File: config.mk
export PLATFORM = sky130hd
export DESIGN_NAME = edo_dram_ctrl
export DESIGN_NICKNAME = d
export VERILOG_FILES = /design/src/rtl/edo_pkg.sv /design/src/rtl/edo_phase_timer.sv /design/src/rtl/edo_page_guard.sv /design/src/rtl/edo_lane_strobe.sv /design/src/rtl/edo_dram_ctrl.sv
export SDC_FILE = /design/constraint.sdc
export NUM_CORES = 1
export LEC_CHECK = 0
export BUFFER_PORTS_ARGS = -buffer_cell sky130_fd_sc_hd__buf_4
export CORE_MARGIN = 2
export CORE_UTILIZATION = 50
export DETAILED_ROUTE_END_ITERATION = 10
export PLACE_DENSITY = 0.77
export SLEW_MARGIN = 0
export SYNTH_ARGS = -nofsm -noshare
export SYNTH_HDL_FRONTEND = slang
export SYNTH_SLANG_ARGS = --single-unit
export TNS_END_PERCENT = 20
File: constraint.sdc
create_clock -name clk -period 2.4 [get_ports clk]
set_clock_uncertainty 0.15 [all_clocks]
set_input_delay 0.36 -clock clk [delete_from_list [all_inputs] [get_ports clk]]
set_output_delay 0.36 -clock clk [all_outputs]
set_load 0.05 [all_outputs]
File: src/rtl/edo_pkg.sv
// Shared types for the EDO DRAM controller.
package edo_pkg;
    typedef enum logic [2:0] {
        ST_IDLE,   // row strobe high, precharged, page closed
        ST_ROW,    // row strobe low, row address on the bus
        ST_COL,    // column strobe(s) low
        ST_CP,     // column precharge, read capture at its end
        ST_OPEN,   // page open, waiting for a hit, miss or close
        ST_PRE,    // row precharge after closing the page
        ST_REF     // bus handed to the refresh sequencer
    } edo_state_t;
endpackage

File: src/rtl/edo_phase_timer.sv
// Down-counter that times one strobe phase.
// Assumes: load is pulsed on entry to a phase with (cycles - 1); done is
// high in the last cycle of the phase.
module edo_phase_timer #(
    parameter int TW = 3
) (
    input  logic          clk,
    input  logic          rst_n,
    input  logic          load,
    input  logic [TW-1:0] load_val,
    output logic          done
);
    logic [TW-1:0] cnt;

    // Load on phase entry, otherwise count down to zero and hold.
    always_ff @(posedge clk) begin
        if (!rst_n)          cnt <= '0;
        else if (load)       cnt <= load_val;
        else if (cnt != '0)  cnt <= cnt - 1'b1;
    end

    assign done = (cnt == '0);
endmodule

File: src/rtl/edo_page_guard.sv
// Holds the open row, compares incoming rows, and tracks how long the row
// strobe has been low.
// Assumes: open is high exactly while the row strobe is low.
module edo_page_guard #(
    parameter int ROW_W        = 9,
    parameter int PAGE_MAX_CYC = 4000,
    parameter int RAS_MIN_CYC  = 2,
    parameter int LIMIT        = 3990
) (
    input  logic             clk,
    input  logic             rst_n,
    input  logic             open,
    input  logic             capture,
    input  logic [ROW_W-1:0] cap_row,
    input  logic [ROW_W-1:0] cmp_row,
    output logic [ROW_W-1:0] row_q,
    output logic             hit,
    output logic             expired,
    output logic             ras_min_ok
);
    localparam int AGE_W = $clog2(PAGE_MAX_CYC + 2);
    logic [AGE_W-1:0] age;

    // Remember the row that the current page was opened with.
    always_ff @(posedge clk) begin
        if (!rst_n)       row_q <= '0;
        else if (capture) row_q <= cap_row;
    end

    // Count cycles that have passed with the row strobe low.
    always_ff @(posedge clk) begin
        if (!rst_n || !open) age <= '0;
        else if (age != '1)  age <= age + 1'b1;
    end

    assign hit        = (row_q == cmp_row);
    assign expired    = (age >= AGE_W'(LIMIT));
    assign ras_min_ok = (age >= AGE_W'(RAS_MIN_CYC - 1));

    // the row strobe never outlives the page-mode maximum.
    a_r10_page_bound: assert property (@(posedge clk) disable iff (!rst_n)
        open |-> (age < AGE_W'(PAGE_MAX_CYC)));
endmodule

File: src/rtl/edo_lane_strobe.sv
// Per-lane column strobe decode: one active-low strobe for each enabled byte.
// Assumes: cas_phase is high only in the column strobe phase.
module edo_lane_strobe #(
    parameter int LANES = 2
) (
    input  logic             cas_phase,
    input  logic [LANES-1:0] be,
    output logic [LANES-1:0] cas_n
);
    for (genvar i = 0; i < LANES; i++) begin : g_lane
        assign cas_n[i] = !(cas_phase && be[i]);
    end
endmodule

File: src/rtl/edo_dram_ctrl.sv
// EDO page-mode DRAM controller, top level.
// Turns valid/ready word or byte requests into row/column strobe sequences.
// It keeps the page open across hits and yields the bus to a refresh
// sequencer. Assumes a 16-bit part with two byte lanes and timing limits
// given in controller clock cycles.
module edo_dram_ctrl
    import edo_pkg::*;
#(
    parameter int ROW_W        = 9,
    parameter int COL_W        = 9,
    parameter int DATA_W       = 16,
    parameter int RCD_CYC      = 1,
    parameter int RAS_MIN_CYC  = 2,
    parameter int RP_CYC       = 2,
    parameter int CAS_CYC      = 1,
    parameter int CP_CYC       = 1,
    parameter int PAGE_MAX_CYC = 4000
) (
    input  logic                   clk,
    input  logic                   rst_n,
    input  logic                   req_valid,
    output logic                   req_ready,
    input  logic                   req_write,
    input  logic [ROW_W+COL_W-1:0] req_addr,
    input  logic [DATA_W-1:0]      req_wdata,
    input  logic [DATA_W/8-1:0]    req_be,
    output logic                   rsp_valid,
    output logic [DATA_W-1:0]      rsp_rdata,
    output logic                   rsp_err,
    input  logic                   refresh_req,
    output logic                   refresh_gnt,
    output logic                   dram_ras_n,
    output logic                   dram_lcas_n,
    output logic                   dram_ucas_n,
    output logic                   dram_we_n,
    output logic                   dram_oe_n,
    output logic [COL_W-1:0]       dram_addr,
    output logic [DATA_W-1:0]      dram_dq_out,
    output logic                   dram_dq_oe,
    input  logic [DATA_W-1:0]      dram_dq_in
);
    localparam int ADDR_W = ROW_W + COL_W;
    localparam int LANES  = DATA_W / 8;
    localparam int PH_MAX = (RCD_CYC > RP_CYC ? RCD_CYC : RP_CYC)
                          + CAS_CYC + CP_CYC;
    localparam int TW     = $clog2(PH_MAX + 1);
    localparam int LIMIT  = PAGE_MAX_CYC - CAS_CYC - CP_CYC - 2;

    edo_state_t        state, state_d;
    logic              tmr_load, tmr_done;
    logic [TW-1:0]     tmr_val;
    logic              cap_row, cap_req;
    logic [ROW_W-1:0]  row_q;
    logic              hit, expired, ras_min_ok;
    logic              wr_q;
    logic [COL_W-1:0]  col_q;
    logic [DATA_W-1:0] wdata_q;
    logic [LANES-1:0]  be_q, cas_n;
    logic              legal_in, accept, close_req, open_ready;

    assign legal_in   = |req_be;
    assign accept     = req_valid && req_ready;
    assign close_req  = refresh_req || expired || (req_valid && legal_in && !hit);
    assign open_ready = !refresh_req && !expired && (!legal_in || hit);

    // Ready only where a new request can start without a strobe conflict.
    always_comb begin
        case (state)
            ST_IDLE: req_ready = !refresh_req;
            ST_OPEN: req_ready = open_ready;
            default: req_ready = 1'b0;
        endcase
    end

    // Next-state and phase-timer load decisions.
    always_comb begin
        state_d  = state;
        tmr_load = 1'b0;
        tmr_val  = '0;
        cap_row  = 1'b0;
        case (state)
            ST_IDLE: begin
                if (refresh_req) begin
                    state_d = ST_REF;
                end else if (accept && legal_in) begin
                    state_d  = ST_ROW;
                    tmr_load = 1'b1;
                    tmr_val  = TW'(RCD_CYC - 1);
                    cap_row  = 1'b1;
                end
            end
            ST_ROW: if (tmr_done) begin
                state_d  = ST_COL;
                tmr_load = 1'b1;
                tmr_val  = TW'(CAS_CYC - 1);
            end
            ST_COL: if (tmr_done) begin
                state_d  = ST_CP;
                tmr_load = 1'b1;
                tmr_val  = TW'(CP_CYC - 1);
            end
            ST_CP: if (tmr_done) state_d = ST_OPEN;
            ST_OPEN: begin
                if (close_req && ras_min_ok) begin
                    state_d  = ST_PRE;
                    tmr_load = 1'b1;
                    tmr_val  = TW'(RP_CYC - 1);
                end else if (accept && legal_in) begin
                    state_d  = ST_COL;
                    tmr_load = 1'b1;
                    tmr_val  = TW'(CAS_CYC - 1);
                end
            end
            ST_PRE: if (tmr_done) state_d = ST_IDLE;
            ST_REF: if (!refresh_req) state_d = ST_IDLE;
            default: state_d = ST_IDLE;
        endcase
    end

    assign cap_req = accept && legal_in;

    // State register.
    always_ff @(posedge clk) begin
        if (!rst_n) state <= ST_IDLE;
        else        state <= state_d;
    end

    // Latch the fields of each accepted legal request.
    always_ff @(posedge clk) begin
        if (!rst_n) begin
            wr_q    <= 1'b0;
            col_q   <= '0;
            wdata_q <= '0;
            be_q    <= '0;
        end else if (cap_req) begin
            wr_q    <= req_write;
            col_q   <= req_addr[COL_W-1:0];
            wdata_q <= req_wdata;
            be_q    <= req_be;
        end
    end

    // Read capture after column precharge, and reject pulse.
    always_ff @(posedge clk) begin
        if (!rst_n) begin
            rsp_valid <= 1'b0;
            rsp_rdata <= '0;
            rsp_err   <= 1'b0;
        end else begin
            rsp_valid <= (state == ST_CP) && tmr_done && !wr_q;
            if ((state == ST_CP) && tmr_done && !wr_q) rsp_rdata <= dram_dq_in;
            rsp_err   <= accept && !legal_in;
        end
    end

    edo_phase_timer #(.TW(TW)) u_timer (
        .clk(clk), .rst_n(rst_n), .load(tmr_load),
        .load_val(tmr_val), .done(tmr_done)
    );

    edo_page_guard #(
        .ROW_W(ROW_W), .PAGE_MAX_CYC(PAGE_MAX_CYC),
        .RAS_MIN_CYC(RAS_MIN_CYC), .LIMIT(LIMIT)
    ) u_guard (
        .clk(clk), .rst_n(rst_n), .open(!dram_ras_n), .capture(cap_row),
        .cap_row(req_addr[ADDR_W-1:COL_W]), .cmp_row(req_addr[ADDR_W-1:COL_W]),
        .row_q(row_q), .hit(hit), .expired(expired), .ras_min_ok(ras_min_ok)
    );

    edo_lane_strobe #(.LANES(LANES)) u_lanes (
        .cas_phase(state == ST_COL), .be(be_q), .cas_n(cas_n)
    );

    // Strobe and bus decode from the registered state.
    assign dram_ras_n  = !(state inside {ST_ROW, ST_COL, ST_CP, ST_OPEN});
    assign dram_addr   = (state == ST_ROW) ? row_q : col_q;
    assign dram_lcas_n = cas_n[0];
    assign dram_ucas_n = cas_n[LANES-1];
    assign dram_we_n   = !((state == ST_COL) && wr_q);
    assign dram_oe_n   = !((state inside {ST_COL, ST_CP}) && !wr_q);
    assign dram_dq_oe  = (state == ST_COL) && wr_q;
    assign dram_dq_out = wdata_q;
    assign refresh_gnt = (state == ST_REF);

    // a column strobe is only ever low inside a row cycle.
    a_r11_cas_in_ras: assert property (@(posedge clk) disable iff (!rst_n)
        !(&cas_n) |-> !dram_ras_n);
    // the grant is only given with every strobe released.
    a_r9_gnt_quiet: assert property (@(posedge clk) disable iff (!rst_n)
        refresh_gnt |-> (dram_ras_n && (&cas_n)));
    // write enable low only as an early write with outputs off.
    a_r7_early_write: assert property (@(posedge clk) disable iff (!rst_n)
        !dram_we_n |-> (dram_oe_n && dram_dq_oe && !(&cas_n)));
    // data is taken after the column strobes returned high.
    a_r8_edo_capture: assert property (@(posedge clk) disable iff (!rst_n)
        rsp_valid |-> ($past(&cas_n) && !$past(dram_ras_n)));
    // a rejected request moves no column strobe.
    a_r3_reject_quiet: assert property (@(posedge clk) disable iff (!rst_n)
        rsp_err |-> (&cas_n && !rsp_valid));
endmodule

==> flow_metrics.tcl, run 1 <==
set metrics [dict create \
    status "completed" \
    synth_area_sq_mm 0.00328 \
    htreeDepth 3 \
    ys_seq_area_frac 0.446 \
    cap_violations 0 \
    cpLargestDelayFamily "simple AND/OR/NAND/NOR gates" \
    wl_per_cell_um 13.4 \
    layout.cells.non_filler 590 \
    critical_path_buf_inv_count 1 \
    max-vdd-ir-drop_uv 460 \
    vias 3054 \
    setup_viol_count_final 0 \
    synth_nets 456 \
    yosysUniqueCellTypes 49 \
    num_antenna_cells 0 \
    synth_edf_count 0 \
    slew_headroom 0.624 \
    ys_async_sr_fraction 0 \
    grt.total_usage 0.211 \
    synth_top_cell_area_share 0.446 \
    place_inst 572 \
    hold_viol 0 \
    leakagePower_uw 0.00186 \
    regArea_sq_mm 0.00147 \
    syn_area_per_cell_sq_um 8.34 \
    cp_slowest_stage_delay_ns 0.39 \
    timing.hold.ws_ns 0.0607 \
    clockBufferDepth 2 \
    rows 29 \
    cp_max_fo 4 \
    ant_nets 0 \
    die_x_um 85.0 \
    fin_nets 571 \
    synth_area_leaders "dfxtp_1 (45%), nand2_1 (12%), a21oi_1 (8.1%)" \
    drtPass1Iterations 4 \
    end_kind "output pin" \
    arrival_ns 1.85 \
    synth_ff_type "dfxtp_1" \
    hp-class "input pin to register" \
    grt_pass1_vias 2800 \
    crit_chain "xnor2_1 -> nand4_1 -> nor4_4 -> o211ai_1 -> nand2_2 -> buf_8" \
    grt_overflow_total 0 \
    num_io_pins 108 \
    pwr_density_cell_mw_per_mm2 892 \
    clk_latency_ns 0.35 \
    antenna_found_initial 0 \
    initial_core_util 0.516 \
    netlist_instances 393 \
    dp_hpwl_um 5720 \
    fp.coreArea_sq_mm 0.00635 \
    clock-sinks 73 \
    multi_input_area_sq_mm 0.00171 \
    drv_slew 0 \
    critPathRequiredTime_ns 1.89 \
    drt_wl_total_um 7900 \
    drt-vias-per-instance 5.18 \
    min_period_ns 2.36 \
    total_power_uw 3960 \
    start_kind "register" \
    synth_warnings 0 \
    worstSetupPathType "register to output pin" \
    path_clk_slew_ns 0.08 \
    portBuffers 107 \
    cts_buffers 9 \
    grt_first_pass_wirelength_um 12500 \
    root_buffer "clkbuf_8" \
    worst_pin_slew_ns 0.564 \
    cts_tree "done" \
    slowest_stage "nor4_4" \
    fin_setup_tns_ns 0 \
    place_congestion 0.791 \
    drc_errors 0 \
    fin_crit_sh 0.983 \
    num-fill-cells 519 \
    die_h_um 85.0 \
    ys_ff_latch 73 \
    yosysTopAreaCell "dfxtp_1" \
    drt_iter0_markers 181 \
    die-area_sq_mm 0.00722 \
    ctsHoldBuffers 0 \
    drive_gt1_frac 0.322 \
    grt_max_degree 55 \
    max_clock_freq_ghz 0.424 \
    area_growth_pct 35.4 \
]
repair_timing:
action                                  4_1_cts  5_1_grt
pin swaps                                     1        5
setup buffers                                 1        1
gates resized for setup                       1       10
endpoints found under the setup margin        1       10
synth_stat cells (all sizes together), types with 3 or more instances:
cell / instances
nand2: 105
nand4: 3
dfxtp: 73
nor2b: 3
a211oi: 3
o21ai: 6
mux2: 9
buf: 6
nor4: 4
xor2: 10
and3: 7
nand3: 8
inv: 9
clkbuf: 11
xnor2: 10
a21oi: 54
ha: 6
mux2i: 12
nor2: 30
per-stage QoR:
step	utilization	area (sq um)	setup WS, ns
floorplan	-	3280	0.0513
global placement	0.658	4180	0.216
detailed placement	0.658	4180	0.165
CTS	0.693	4400	0.0325
global route	0.699	4440	-0.0467
finish	0.699	4440	0.0405
worst paths after layout:
| path | slack [ns] | endpoint | cells past startpoint | from |
|---|---|---|---|---|
| setup / recovery | 0.04 | req_ready | 6 | u_guard.row_q[8] |
| hold / removal | 0.06 | rsp_err | 2 | req_be[0] |
| hold reg to reg | 0.31 | col_q[3] | 2 | col_q[3] |
| setup reg to reg | 0.13 | col_q[7] | 9 | u_guard.age[3] |
worst register-to-register path: cells and delay by family, from the launching register on:
kind                   cells  cell delay, ns
and+or+nand+nor            4            0.69
AOI/OAI and AO/OA          3            0.55
buffers and inverters      2            0.39
DFF                        1            0.35
sequential cells by signal, indices dropped and copies added (netlist names), 2 cells and up:
register	cells
state	3
rsp_rdata	16
be_q	2
col_q	9
u_guard.row_q	9
dram_dq_out	16
u_guard.age	12
u_timer.cnt	3
power breakdown:
part           total (uW)  switching (uW)  internal (uW)
registers            1460             120           1340
clock network        1010             484            521
logic                1490             929            564
total                3960            1530           2430
logic make-up after synthesis:
group,after synthesis,share of synthesized area
muxes,21,0.0676
buffers and inverters,26,0.0374
DFF,73,0.446
AOI/OAI and AO/OA,75,0.137
adders and majority gates,6,0.0229
xor gates and xnor gates,20,0.0534
and+or+nand+nor,172,0.236
area by class of cell:
| type | count | area share |
|---|---|---|
| well taps | 77 | 0.0217 |
| multi-input cells | 294 | 0.386 |
| inverters | 9 | 0.00761 |
| flip-flops and latches | 73 | 0.331 |
| repair buffers | 121 | 0.207 |
| clock buffers | 10 | 0.0310 |
| clock inverters | 6 | 0.0163 |
layout by cell type (no fill, tap or decap), types with 7 or more instances in the layout:
cell type  Yosys  routed
buf_4          2     119
nand2_1      105     104
dfxtp_1       73      68
a21oi_1       53      53
nor2_1        29      29
mux2i_1       12      12
xor2_1        10      10
clkbuf_8       0      10
mux2_2         9       9
inv_1          8       8
xnor2_1       10       8
nand3_1        7       7
per-layer routing:
metal	vias to the layer above	GRT usage	wire, um	share of wire
met2	114	0.371	3840	0.49
met4	0	0.0866	171	0.022
met5	-	0	0	0
met1	1376	0.253	3310	0.42
met3	13	0.0409	576	0.073
li1	1551	-	-	-
Note: power is estimated with default switching activity, not from simulation.
==> run 2: changes to the inputs <==
--- a/config.mk
+++ b/config.mk
@@ -5,11 +5,12 @@
 export SDC_FILE = /design/constraint.sdc
 export NUM_CORES = 1
 export LEC_CHECK = 0
+export ABC_AREA = 1
 export BUFFER_PORTS_ARGS = -buffer_cell sky130_fd_sc_hd__buf_4
 export CORE_MARGIN = 2
-export CORE_UTILIZATION = 50
+export CORE_UTILIZATION = 51
 export DETAILED_ROUTE_END_ITERATION = 10
-export PLACE_DENSITY = 0.77
+export PLACE_DENSITY = 0.78
 export SLEW_MARGIN = 0
 export SYNTH_ARGS = -nofsm -noshare
 export SYNTH_HDL_FRONTEND = slang
==> flow_metrics.tcl, run 2 <==
set metrics [dict create \
    reg2reg_slack_ns 0.28 \
    vias 3305 \
    dp_slack_ns 0.191 \
    syn_area_per_cell_sq_um 7.27 \
    cts_tree "done" \
    area_growth_pct 31.2 \
    wl_per_cell_um 12.7 \
    portBuffers 107 \
    leakagePower_uw 0.00211 \
    busiest_layer "met2" \
    max_clock_freq_ghz 0.445 \
    synth_edf_count 0 \
    final_cell_mix "buf_4 (113), nand2_1 (100), dfxtp_1 (73)" \
    cp_max_fo 4 \
    holdPathStages 3 \
    yosys.area_share.xor_xnor 0.0360 \
    clockBufferDepth 2 \
    clock-sinks 73 \
    setup_viol_count_final 0 \
    min_period_ns 2.25 \
    drtPass1Iterations 5 \
    place_congestion 0.796 \
    cts_setup_buffers 0 \
    synthAdderAreaFrac 0.0221 \
    reg2reg_from "u_guard.row_q[0]" \
    initial_core_util 0.533 \
    drive_gt1_frac 0.295 \
    num_io_pins 108 \
    post-route-util 0.699 \
    synth_area_sq_mm 0.00340 \
    rsz0062_at_grt "no" \
    num_antenna_cells 0 \
    drv_slew 0 \
    critPathRequiredTime_ns 1.89 \
    timing.hold.ws_ns 0.0895 \
    ys_ff_latch 73 \
    hp-class "input pin to register" \
    drt-vias-per-instance 5.03 \
    grt_overflow_total 0 \
    path_clk_slew_ns 0.08 \
    die_x_um 85.7 \
    synth_top_cell_area_share 0.429 \
    cts_buffers 9 \
    htreeDepth 3 \
    antenna_found_initial 0 \
    cts_resized 1 \
    synth_warnings 0 \
    worstSetupPathType "register to output pin" \
    end_kind "output pin" \
    die_h_um 85.7 \
    hold_viol 0 \
    synth_compound_area_frac 0.145 \
    rr_endpoint "dram_dq_out[12]" \
    ys_async_sr_fraction 0 \
    max-vdd-ir-drop_uv 587 \
    yosysMostFrequentCell "nand2_1" \
    ys_seq_area_frac 0.429 \
    yosysUniqueCellTypes 29 \
    hp-start "dram_dq_in[7]" \
    grt_use_met3 0.0549 \
    holdPathEnd "rsp_rdata[7]" \
    die-area_sq_mm 0.00734 \
    synth_area_leaders "dfxtp_1 (43%), nand2_1 (11%), nor2_1 (7.3%)" \
    grt_first_pass_wirelength_um 13700 \
    synth_commonest_cells "nand2_1 (101), dfxtp_1 (73), nor2_1 (66)" \
    yosysTopAreaCell "dfxtp_1" \
    pwr_density_cell_mw_per_mm2 930 \
    grt_max_degree 36 \
    fp.coreArea_sq_mm 0.00639 \
    worst_pin_slew_ns 0.501 \
    yosys.area_share.simple 0.281 \
    status "completed" \
    grtUsageMet1 0.292 \
    ant_nets 0 \
    muxShareOfSynthArea 0 \
    ctsHoldBuffers 0 \
    drt_iter0_markers 141 \
    netlist_instances 468 \
    setup_slack_ns 0.154 \
    mostFrequentLayoutCell "buf_4" \
    grt.total_usage 0.231 \
    grt_pass1_vias 3108 \
    synth_nets 531 \
    clk_latency_ns 0.34 \
    drc_errors 0 \
    root_buffer "clkbuf_8" \
    layout.cells.non_filler 657 \
    cap_violations 0 \
    dp_hpwl_um 6280 \
    synth_ff_type "dfxtp_1" \
    synth_top_family_by_area "simple AND/OR/NAND/NOR gates" \
    drt_wl_total_um 8330 \
    fin_crit_sh 0.936 \
    start_kind "register" \
    place_inst 642 \
    fin_nets 639 \
    slew_headroom 0.662 \
    met2_usage 0.381 \
    ff2ff_path_depth 13 \
    rows 29 \
    arrival_ns 1.74 \
]
run 2: final cells by class:
cell class	count	area [sq um]
clock buffers	10	138
clock inverters	5	56.3
fillers	550	1920
inverters	55	208
multi-input cells	324	1660
flip-flops and latches	73	1460
well taps	77	96.3
repair buffers	113	848
run 2: per-layer routing:
layer	vias up	share of wire
li1	1696	-
met1	1483	0.43
met2	112	0.48
met3	14	0.071
met4	0	0.018
met5	-	0
run 2: where the power goes:
| group | internal (uW) | switching [uW] |
|---|---|---|
| logic | 551 | 1170 |
| registers | 1360 | 121 |
| clock network | 501 | 452 |
| total | 2420 | 1740 |
run 2: worst max-delay path: stages (launching register included):
cell and delay, ns:
dfxtp_1 0.47, inv_2 0.10, nor2_1 0.17, nand2_1 0.17
nor2_1 0.23, inv_1 0.07, buf_4 0.19
run 2: kinds of logic (layout without fill, tap and decap cells):
kind of cell,count (synthesis),count (layout)
simple gates,213,213
compound gates,91,91
flops,73,73
buf+inv,71,183
xor+xnor,14,14
fa+ha+maj,6,6
run 2: through the flow:
step / setup TNS, ns / cell area (sq um) / total power [uW]
6_report: 0 / 4460 / 4150
3_5_place_dp: 0 / 4260 / 3210
2_1_floorplan: -1.72 / 3400 / 2730
4_1_cts: 0 / 4460 / 4160
3_3_place_gp: 0 / 4260 / 3170
5_1_grt: 0 / 4460 / 4390
run 2: worst max path at each step:
stage / to / start / depth (start not counted) / slack (ns)
3_5_place_dp: dram_dq_out[8] / req_addr[9] / 14 / 0.19
5_1_grt: dram_we_n / state[1] / 6 / 0.04
3_3_place_gp: dram_dq_out[6] / req_addr[9] / 14 / 0.28
6_report: dram_we_n / state[1] / 6 / 0.15
2_1_floorplan: dram_addr[0] / state[0] / 6 / -0.29
4_1_cts: dram_addr[1] / state[0] / 5 / 0.08
==> run 3: changes to the inputs <==
--- a/config.mk
+++ b/config.mk
@@ -7,6 +7,7 @@
 export LEC_CHECK = 0
 export ABC_AREA = 1
 export BUFFER_PORTS_ARGS = -buffer_cell sky130_fd_sc_hd__buf_4
+export CORE_ASPECT_RATIO = 1.2
 export CORE_MARGIN = 2
 export CORE_UTILIZATION = 51
 export DETAILED_ROUTE_END_ITERATION = 10
==> flow_metrics.tcl, run 3 (synthesized netlist as in run 2, its figures left out) <==
set metrics [dict create \
    end_kind "output pin" \
    hold_viol 0 \
    path_clk_slew_ns 0.08 \
    max-vdd-ir-drop_uv 468 \
    area_growth_pct 31.5 \
    antenna_found_initial 0 \
    rows 32 \
    grt.total_usage 0.237 \
    drt-vias-per-instance 4.97 \
    dp_hpwl_um 6370 \
    num_io_pins 108 \
    drt_wl_total_um 8470 \
    slowest_stage "dfxtp_1" \
    ctsHoldBuffers 0 \
    root_buffer "clkbuf_8" \
    drv_slew 0 \
    grt_first_pass_wirelength_um 13800 \
    die_h_um 93.5 \
    cts_buffers 9 \
    vias 3301 \
    leakagePower_uw 0.00211 \
    cap_violations 0 \
    clockBufferDepth 2 \
    rsz0062_at_grt "no" \
    worst_pin_slew_ns 0.507 \
    max_clock_freq_ghz 0.436 \
    clock-sinks 73 \
    drt_iter0_markers 179 \
    cp_max_fo 20 \
    grt_overflow_total 0 \
    status "completed" \
    regArea_sq_mm 0.00146 \
    multi_input_area_sq_mm 0.00165 \
    mostFrequentLayoutCell "buf_4" \
    pwr_density_cell_mw_per_mm2 943 \
    final_cell_mix "buf_4 (111), nand2_1 (101), dfxtp_1 (73)" \
    fin_nets 638 \
    drive_gt1_frac 0.288 \
    ff2ff_path_depth 10 \
    critPathRequiredTime_ns 1.89 \
    grt_pass1_vias 3168 \
    place_congestion 0.854 \
    drtPass1Iterations 4 \
    cpMostUsedCell "buf_4" \
    fin_crit_sh 0.956 \
    critical_path_buf_inv_count 3 \
    wl_per_cell_um 12.8 \
    num-fill-cells 531 \
    initial_core_util 0.528 \
    grt_max_degree 36 \
    ant_nets 0 \
    fin_setup_tns_ns 0 \
    drc_errors 0 \
    clk_latency_ns 0.35 \
    die-area_sq_mm 0.00735 \
    cts_tree "done" \
    fp.coreArea_sq_mm 0.00645 \
    portBuffers 107 \
    htreeDepth 3 \
    worstSetupPathType "register to output pin" \
    path_depth 6 \
    crit_chain "inv_1 -> nor2_1 -> nand2_1 -> buf_4 -> o21ai_0 -> buf_4" \
    start_kind "register" \
    setup_viol_count_final 0 \
    holdPathStages 3 \
    cp_slowest_stage_delay_ns 0.44 \
    dp_slack_ns 0.213 \
    min_period_ns 2.29 \
    setup_slack_ns 0.106 \
    num_antenna_cells 0 \
    slew_headroom 0.658 \
    cpLargestDelayFamily "buffers and inverters" \
    hp-class "input pin to register" \
    arrival_ns 1.78 \
    die_x_um 78.6 \
]
[run 3: cell types whose count changed in the layout (fill, tap and decap cells not counted), sizes merged]
cell and delta:
buf -1, inv +1, clkbuf -1, bufinv +1
clkinvlp -1
[run 3: metrics by stage]
stage | util | cell area [sq um] | cells | hold slack [ns] | power (uW)
CTS | 0.694 | 4470 | 664 | 0.0713 | 4240
floorplan | - | 3400 | 468 | 0.280 | 2730
finish | 0.694 | 4480 | 664 | 0.0816 | 4220
global route | 0.694 | 4480 | 664 | 0.0687 | 4490
detailed placement | 0.661 | 4260 | 649 | 0.307 | 3210
global placement | 0.661 | 4260 | 649 | 0.290 | 3160
[run 3: what timing repair did]
action	CTS	global route
setup endpoints to repair	0	2
resized for setup	0	2
setup buffers	0	0
[run 3: final cells by class]
cell class	instances	area share
Multi-Input combinational cell	324	0.368
Timing Repair Buffer	112	0.189
Tap cell	85	0.0238
Sequential cell	73	0.327
Clock buffer	9	0.0277
Clock inverter	6	0.0187
Inverter	55	0.0467
[run 3: path summary, 6_finish.rpt]
path / start / to / slack (ns)
setup / recovery: state[0] / dram_addr[0] / 0.11
hold / removal: dram_dq_in[5] / rsp_rdata[5] / 0.08
setup reg to reg: u_guard.age[0] / u_guard.age[1] / 0.27
hold reg to reg: col_q[2] / col_q[2] / 0.31
[run 3: tightest hold or removal path, cell delays in order]
cell and delay [ns]:
buf_4 0.08, nor2_1 0.03, nor2_1 0.08
[run 3: power by group]
group,leakage [uW],internal [uW],switching [uW]
combinational,0.00141,552,1160
clock,0.000109,576,444
sequential,0.000593,1360,118
total,0.00211,2490,1730
[run 3: per-layer routing]
metal,wire [um],track usage,vias to the layer above,part of all wire
met3,535,0.0627,15,0.063
met1,3550,0.281,1505,0.42
met4,160,0.0994,0,0.019
met2,4220,0.402,92,0.50
li1,-,-,1689,-
met5,0,0,-,0
